$ cat src/rtl/cos_pkg.sv
package cos_pkg;
  parameter int NUM_CH  = 8;
  parameter int ALARM_N = 4;
  parameter int ADDR_W  = 5;
  parameter int DATA_W  = 2 * ALARM_N;
  parameter int CH_W    = $clog2(NUM_CH);
  parameter int TOTAL_N = NUM_CH * ALARM_N;

  typedef struct packed {
    logic              rdHit;
    logic [CH_W-1:0]   chSel;
    logic [NUM_CH-1:0] clrVec;
  } ctrlStrobes_t;

  // Channel address: groups of four, step of three, offset two, upper group at 0x10
  function automatic logic [ADDR_W-1:0] chAddr(input int c);
    return ADDR_W'(((c / 4) * 16) + ((c % 4) * 3) + 2);
  endfunction
endpackage

$ cat src/rtl/cos_sync.sv
module cos_sync #(
  parameter int WIDTH = 32
) (
  input  logic             clk,
  input  logic             rstN,
  input  logic [WIDTH-1:0] asyncIn,
  output logic [WIDTH-1:0] syncOut
);
  logic [WIDTH-1:0] stage1Q;
  logic [WIDTH-1:0] stage2Q;

  always_ff @(posedge clk or negedge rstN) begin
    if (!rstN) begin
      stage1Q <= '0;
      stage2Q <= '0;
    end else begin
      stage1Q <= asyncIn;
      stage2Q <= stage1Q;
    end
  end

  assign syncOut = stage2Q;
endmodule

$ cat src/rtl/cos_ctrl.sv
module cos_ctrl
  import cos_pkg::*;
(
  input  logic              rdEn,
  input  logic [ADDR_W-1:0] rdAddr,
  output ctrlStrobes_t      strobes
);
  always_comb begin
    strobes = '0;
    for (int c = 0; c < NUM_CH; c++) begin
      if (rdAddr == chAddr(c)) begin
        strobes.rdHit     = rdEn;
        strobes.chSel     = CH_W'(c);
        strobes.clrVec[c] = rdEn;
      end
    end
  end
endmodule

$ cat src/rtl/cos_datapath.sv
module cos_datapath
  import cos_pkg::*;
(
  input  logic               clk,
  input  logic               rstN,
  input  logic [TOTAL_N-1:0] liveQ,
  input  ctrlStrobes_t       strobes,
  output logic [DATA_W-1:0]  rdData,
  output logic               irq
);
  logic [TOTAL_N-1:0] prevQ;
  logic [TOTAL_N-1:0] stickyQ;
  logic [TOTAL_N-1:0] stickyD;
  logic [TOTAL_N-1:0] changeVec;
  logic [TOTAL_N-1:0] clrMask;
  logic               irqQ;

  for (genvar c = 0; c < NUM_CH; c++) begin : g_mask
    assign clrMask[c*ALARM_N +: ALARM_N] = {ALARM_N{strobes.clrVec[c]}};
  end

  assign changeVec = liveQ ^ prevQ;
  // Set wins over clear so an event coinciding with a read survives
  assign stickyD   = (stickyQ & ~clrMask) | changeVec;

  always_ff @(posedge clk or negedge rstN) begin
    if (!rstN) begin
      prevQ   <= '0;
      stickyQ <= '0;
      irqQ    <= 1'b0;
    end else begin
      prevQ   <= liveQ;
      stickyQ <= stickyD;
      irqQ    <= |stickyD;
    end
  end

  always_comb begin
    rdData = '0;
    if (strobes.rdHit) begin
      rdData = {liveQ[int'(strobes.chSel)*ALARM_N +: ALARM_N],
                stickyQ[int'(strobes.chSel)*ALARM_N +: ALARM_N]};
    end
  end

  assign irq = irqQ;
endmodule

$ cat src/rtl/cos_status_bank.sv
module cos_status_bank
  import cos_pkg::*;
(
  input  logic               clk,
  input  logic               rstN,
  input  logic [TOTAL_N-1:0] alarmIn,
  input  logic               rdEn,
  input  logic [ADDR_W-1:0]  rdAddr,
  output logic [DATA_W-1:0]  rdData,
  output logic               irq
);
  logic [TOTAL_N-1:0] liveQ;
  ctrlStrobes_t       strobes;

  cos_sync #(.WIDTH(TOTAL_N)) u_sync (
    .clk(clk), .rstN(rstN), .asyncIn(alarmIn), .syncOut(liveQ)
  );

  cos_ctrl u_ctrl (
    .rdEn(rdEn), .rdAddr(rdAddr), .strobes(strobes)
  );

  cos_datapath u_dp (
    .clk(clk), .rstN(rstN), .liveQ(liveQ), .strobes(strobes),
    .rdData(rdData), .irq(irq)
  );
endmodule

$ cat config.mk
export PLATFORM = sky130hd
export DESIGN_NAME = cos_status_bank
export DESIGN_NICKNAME = d
export VERILOG_FILES = /design/src/rtl/cos_pkg.sv /design/src/rtl/cos_sync.sv /design/src/rtl/cos_ctrl.sv /design/src/rtl/cos_datapath.sv /design/src/rtl/cos_status_bank.sv
export SDC_FILE = /design/constraint.sdc
export NUM_CORES = 1
export LEC_CHECK = 0
export BUFFER_PORTS_ARGS = -buffer_cell sky130_fd_sc_hd__buf_4
export CORE_ASPECT_RATIO = 0.7
export CORE_MARGIN = 3
export CORE_UTILIZATION = 37
export CTS_BUF_LIST = sky130_fd_sc_hd__clkbuf_8
export CTS_CLUSTER_DIAMETER = 100
export CTS_CLUSTER_SIZE = 30
export DETAILED_ROUTE_END_ITERATION = 7
export GPL_ROUTABILITY_DRIVEN = 0
export HOLD_SLACK_MARGIN = 0.05
export PLACE_DENSITY_LB_ADDON = 0.2
export SETUP_SLACK_MARGIN = 0.02
export SLEW_MARGIN = 20
export SYNTH_ARGS = -nofsm -noshare
export SYNTH_HDL_FRONTEND = slang
export SYNTH_HIERARCHICAL = 1
export SYNTH_SLANG_ARGS = --single-unit
export TNS_END_PERCENT = 20
$ cat constraint.sdc
create_clock -name clk -period 2.7 [get_ports clk]
set_input_delay 0.54 -clock clk [delete_from_list [all_inputs] [get_ports clk]]
set_output_delay 0.54 -clock clk [all_outputs]
set_load 0.005 [all_outputs]
==> summary.txt, run 1 <==
Synth
  • Avg Cell Area, Syn: 15.2 um2
  • Compound-Gate Fraction of Synth Area: 5.24%
  • Mapped Area: 4700 um2
  • Cells after synthesis: 310
  • Largest family of logic cells by synthesized area: multiplexers
  • Sequential fraction of the synthesis area: 68.6%
  • Synthesized-area fraction occupied by xor and xnor cells: 6.15%
  • Mux share of post-synthesis cell area: 9.84%
  • Synth cell types: 25
  • #FFs+latches synth: 129
  • Mapped Nets: 350
  • Yosys warning total: 6
  • Adder-cell share of the synthesized area: 0%
  • Simple-gate portion of the synthesized area: 7.50%

Cells and area
  • N_diodes: 0
  • Reg area: 3230 um2
  • Most common cell after layout, fill and taps aside: dfrtp_1
  • Footprint of the multi-input gates: 1350 um2
  • Layout cell share with drive strength beyond 1: 30.9%
  • Commonest non-fill, non-tap cells in the layout: dfrtp_1, buf_4, xnor2_1, nand2_1, inv_1
  • Fill count: 1082
  • Total Nets Final: 435
  • Area delta synth->final: 23.9%
  • Fin util: 48.3%

Power
  • Internal Pwr Total: 2.91 mW
  • Static Leak: 2.49 nW
  • Logic pwr share: 7.2%
  • Power Total: 3.92 mW
  • PwrDens: 673 nW/um2
  • Sw frac: 25.9%
  • Worst VDD drop: 0.327 mV
  • Clock power frac: 40.4%
  • Psw: 1.02 mW
  • Sequential Power Share: 52.5%

Clock tree
  • Clk sink count: 129
  • Number of buffers created by CTS: 17
  • CTS tree: yes
  • CTS root buffer: clkbuf_8
  • Clock slew at reported path FFs: 0.08 ns
  • Clock Latency Late Sink: 0.44 ns
  • H-tree Lvls: 4
  • Clock Tree Buf Depth: 2
  • CTS Hold Bufs: 0

Timing
  • Final setup margin: -0.0808 ns
  • Slew headroom: 54.9%
  • Fin crit period: 2.78 ns
  • Worst Tran Pin Value: 0.677 ns
  • Final period utilization: 103%
  • Slew Limit Fails: 0
  • Unrepaired setup endpoints after global routing: true
  • Clock Skew: 0.00816 ns
  • Hold Fails Final Rpt: 0
  • Final setup viols: 8
  • Max Clock Freq: 360 MHz

Worst setup path
  • Kind of critical path: in2out
  • Cells along the critical path: buf_6, and2b_1, nand2_2, a21boi_4, buf_12, buf_6, mux4_2, mux2i_1, nor2b_1, buf_4
  • R2R Path End: u_dp/irq
  • Crit-path max FO: 6
  • Worst r2r src: u_sync/syncOut[16]
  • Critical-path top delay cell: mux4_2
  • CP Launch Type: primary input
  • FF-to-FF path depth: 4
  • CP required: 2.16 ns
  • Critical path arrival: 2.24 ns
  • Reg2Reg Setup Slack: 1.08 ns
  • Slowest Stage Delay on Critical Path: 0.48 ns
  • CP most frequent cell: buf_6
  • Setup crit end kind: primary output

Placed design
  • Dpl ws: -0.0755 ns
  • Buffers added on ports: 48
  • Final HPWL DP: 6810 um

Drt
  • Routed WL per cell: 16.9 um
  • Vias: 2725
  • DRC Markers: 0
  • First-pass DRT Iterations: 4
  • Final wirelength: 9550 um
  • Iteration-0 DRC Markers: 126
  • Via density: 4.82
  • DRT antenna net count: 0

Floorplan
  • Die height: 100 um
  • Placeable Area: 12100 um2
  • Die Wd: 141 um
  • Row cnt: 33
  • Initial Utilization: 39.0%
  • Top Ports: 49
  • Die footprint: 14100 um2

GRT
  • First-pass GRT wire length: 15700 um
  • Initial antenna violation count: 0
  • GRT overflow: 0
  • Largest net degree at the start of global routing: 53
  • Gr usage total: 14.9%
  • Vias in the first global route: 2908

Run
  • Max Cap Violations: 0

Worst hold path
  • HP Class: in2async

Outcome
  • Violated checks: negative setup slack
  • Status: finished with violations
## critical path: cells and delay by family
| family | cells | cell delay, ns |
|---|---|---|
| simple gates | 3 | 0.36 |
| buf+inv | 4 | 0.48 |
| mux | 2 | 0.62 |
| compound gates | 1 | 0.25 |
## logic make-up after synthesis
logic type | count (synthesis)
buf+inv | 24
flops | 129
compound gates | 36
xor+xnor | 33
mux | 24
simple gates | 64
## timing repair
item                                    CTS  global route
buffers inserted                          1             2
gates resized for setup                   8             6
cloned                                    1             0
pin swaps                                 2             2
endpoints found under the setup margin    8             8
## power by group through the flow
stage	Clock, mW	Combinational, mW	Sequential (mW)
global route	1.72	0.312	2.07
global placement	0	0.268	2.10
finish	1.58	0.282	2.06
floorplan	0	0.129	2.08
detailed placement	0	0.272	2.10
CTS	1.64	0.286	2.06
## cell type report
type                    instances  share of cell area [%]
clock buffers                  17                    4.02
clock inverters                15                    2.56
inverters                      18                    1.16
multi-input cells             157                    23.2
flip-flops and latches        129                    55.4
well taps                     157                    3.37
repair buffers                 72                    10.3
## metrics by stage
| step | TNS (ns) | area (um2) | hold slack, ns | instances |
|---|---|---|---|---|
| CTS | -0.452 | 5850 | 0.154 | 564 |
| detailed placement | -0.445 | 5400 | 0.335 | 530 |
| floorplan | 0 | 4700 | 0.244 | 310 |
| finish | -0.361 | 5830 | 0.141 | 565 |
| global route | -1.17 | 5830 | 0.161 | 565 |
| global placement | -0.516 | 5400 | 0.332 | 530 |
## cells in the mapped netlist, drive strengths merged
cell | n | area, um2
dfrtp | 129 | 3230
xnor2 | 33 | 289
nand2 | 22 | 82.6
inv | 18 | 67.6
nand2b | 18 | 115
mux4 | 16 | 383
o2111ai | 16 | 140
o21ai | 16 | 80.1
mux2i | 8 | 80.1
nor2b | 8 | 50.1
nor4 | 8 | 50.1
buf | 6 | 56.3
nor3 | 4 | 20.0
a21boi | 2 | 15.0
a21oi | 1 | 5.00
a31oi | 1 | 6.26
and2b | 1 | 7.51
nand4 | 1 | 6.26
nor2 | 1 | 6.26
nor4b | 1 | 15.0
## layer usage
layer | vias up | part of all wire (%) | global-route usage, %
met5 | - | 0 | 0
met4 | 0 | 1.2 | 5.14
met3 | 14 | 5.5 | 5.19
met2 | 79 | 42 | 19.7
met1 | 1376 | 51 | 22.5
li1 | 1256 | - | -
## how the worst max path moves through the flow
stage / start / to / slack, ns
after detailed placement: rdAddr[2] / rdData[7] / -0.08
after floorplan: rdAddr[1] / rdData[5] / 0.19
after global routing: rdAddr[2] / rdData[5] / -0.20
final: rdAddr[2] / rdData[4] / -0.08
after global placement: rdAddr[2] / rdData[2] / -0.08
after CTS: rdAddr[2] / rdData[5] / -0.09
## sequential cells by signal (all words and copies together), names as in the netlist
name            flops
u_dp/stickyQ       32
u_dp/irq            1
u_sync/stage1Q     32
u_sync/syncOut     32
u_dp/prevQ         32
Power figures use the tool's default switching activity.
==> run 2: changes to the inputs <==
==> constraint.sdc (replaced) <==
create_clock -name clk -period 2.7 [get_ports clk]
set_input_delay 0.135 -clock clk [delete_from_list [all_inputs] [get_ports clk]]
set_output_delay 0.135 -clock clk [all_outputs]
set_load 0.005 [all_outputs]
==> summary.txt, run 2 (synthesis results as in run 1) <==
Placed design
  • Buffers added on ports: 48
  • Final HPWL DP: 6560 um
  • Placed insts: 523

Power
  • Static Leak: 2.57 nW
  • Power Total: 4.00 mW
  • PwrDens: 659 nW/um2
  • Worst VDD drop: 0.313 mV

Clock tree
  • Clock slew at reported path FFs: 0.07 ns
  • CTS tree: yes
  • Clk sink count: 129
  • H-tree Lvls: 4
  • Clock Latency Late Sink: 0.42 ns
  • CTS root buffer: clkbuf_8
  • Clock Tree Buf Depth: 2
  • Number of buffers created by CTS: 17

GRT
  • Vias in the first global route: 2911
  • First-pass GRT wire length: 15400 um
  • Gr usage total: 14.6%
  • GRT overflow: 0
  • Largest net degree at the start of global routing: 60
  • Initial antenna violation count: 0

Drt
  • Via density: 4.73
  • Final wirelength: 9290 um
  • Iteration-0 DRC Markers: 199
  • Vias: 2781
  • First-pass DRT Iterations: 4
  • Routed WL per cell: 15.8 um
  • DRT antenna net count: 0
  • DRC Markers: 0

Worst setup path
  • CP bufs+invs: 3
  • Cells along the critical path: buf_4, and2b_1, nand2_1, a21boi_2, buf_4, mux4_1, mux2i_1, nor2b_1, buf_4
  • Slowest Stage Delay on Critical Path: 0.61 ns
  • Critical path arrival: 1.98 ns
  • CP required: 2.57 ns
  • Critical-path top delay cell: mux4_1
  • Family with the most delay on the worst path: multiplexers
  • Kind of critical path: in2out
  • CP most frequent cell: buf_4
  • CP Launch Type: primary input
  • Setup crit end kind: primary output
  • Crit-path max FO: 16

Floorplan
  • Placeable Area: 12100 um2
  • Row cnt: 33
  • Initial Utilization: 39.0%
  • Die footprint: 14100 um2
  • Die Wd: 141 um
  • Die height: 100 um
  • Top Ports: 49

Cells and area
  • N_diodes: 0
  • Total Nets Final: 458
  • Final Non-Filler Cells: 588
  • Area delta synth->final: 29.0%
  • Most common cell after layout, fill and taps aside: dfrtp_1
  • Layout cell share with drive strength beyond 1: 25.1%
  • Commonest non-fill, non-tap cells in the layout: dfrtp_1, buf_4, dlygate4sd3_1, xnor2_1, nand2_1

Timing
  • Fin crit period: 2.11 ns
  • Final period utilization: 78.3%
  • Post-Route Setup TNS: 0 ns
  • Slew Limit Fails: 0
  • Unrepaired setup endpoints after global routing: false
  • Worst Tran Pin Value: 0.742 ns
  • Max Clock Freq: 473 MHz
  • Hold Fails Final Rpt: 0
  • Slew headroom: 50.5%
  • Clock Skew: 0.00983 ns
  • Final setup viols: 0

Outcome
  • Status: finished clean

Worst hold path
  • HP Class: in2reg

Run
  • Max Cap Violations: 0
-- run 2: cell types whose count changed in the layout (fill, tap and decap cells not counted), sizes merged --
cell         delta
clkinvlp        +2
bufinv          +1
inv             -4
clkbuf          +2
dlygate4sd3    +33
clkinv          -1
buf            -10
-- run 2: worst paths after layout --
kind | endpoint | slack (ns) | startpoint | depth (start not counted)
min | u_dp/stickyQ[4] | 0.17 | rdAddr[4] | 4
max in group asynchronous | u_dp/prevQ[18] | 1.68 | rstN | 3
min reg2reg | u_sync/syncOut[20] | 0.35 | u_sync/stage1Q[20] | 0
max | rdData[7] | 0.59 | rdAddr[2] | 9
max reg2reg | u_dp/irq | 1.10 | u_sync/syncOut[15] | 4
min in group asynchronous | u_sync/stage1Q[4] | 0.32 | rstN | 2
-- run 2: per-stage QoR --
| stage | cell area (um2) | hold WS (ns) | utilization, % | worst slack, ns |
|---|---|---|---|---|
| 6_report | 6070 | 0.175 | 50.3 | 0.586 |
| 5_1_grt | 6070 | 0.181 | 50.3 | 0.422 |
| 4_1_cts | 6070 | 0.139 | 50.3 | 0.580 |
| 3_5_place_dp | 5330 | 0.246 | 44.2 | 0.602 |
| 3_3_place_gp | 5330 | 0.244 | 44.2 | 0.609 |
| 2_1_floorplan | 4700 | -0.161 | - | 1.00 |
-- run 2: timing repair --
action / in CTS / in global routing
gates resized for setup: 0 / 0
hold buffers: 33 / 0
buffers inserted: 0 / 0
endpoints found under the hold margin: 88 / 0
-- run 2: worst register-to-register path, cell delays in order, from the launching register on --
cell	delay [ns]
dfrtp_1	0.41
xnor2_1	0.32
o2111ai_1	0.19
nor4_1	0.37
nand4_1	0.16
-- run 2: cell type report --
class / count / area (um2)
Tap cell: 157 / 196
Clock buffer: 19 / 262
Timing Repair Buffer: 95 / 808
Sequential cell: 129 / 3230
Clock inverter: 13 / 151
Multi-Input combinational cell: 157 / 1360
Inverter: 18 / 67.6
Fill cell: 1032 / 5990
-- run 2: per-layer routing --
layer / share of wire [%] / vias to the layer above / routed length (um) / track usage, %
li1: - / 1301 / - / -
met5: 0 / - / 0 / 0
met1: 52 / 1399 / 4870 / 22.0
met3: 5.1 / 8 / 474 / 4.71
met2: 41 / 73 / 3850 / 19.3
met4: 1.0 / 0 / 97 / 5.88
-- run 2: where the power goes --
| part | switching [mW] | total, mW | internal [mW] |
|---|---|---|---|
| Combinational | 0.138 | 0.294 | 0.156 |
| Clock | 0.763 | 1.65 | 0.883 |
| Sequential | 0.0468 | 2.06 | 2.01 |
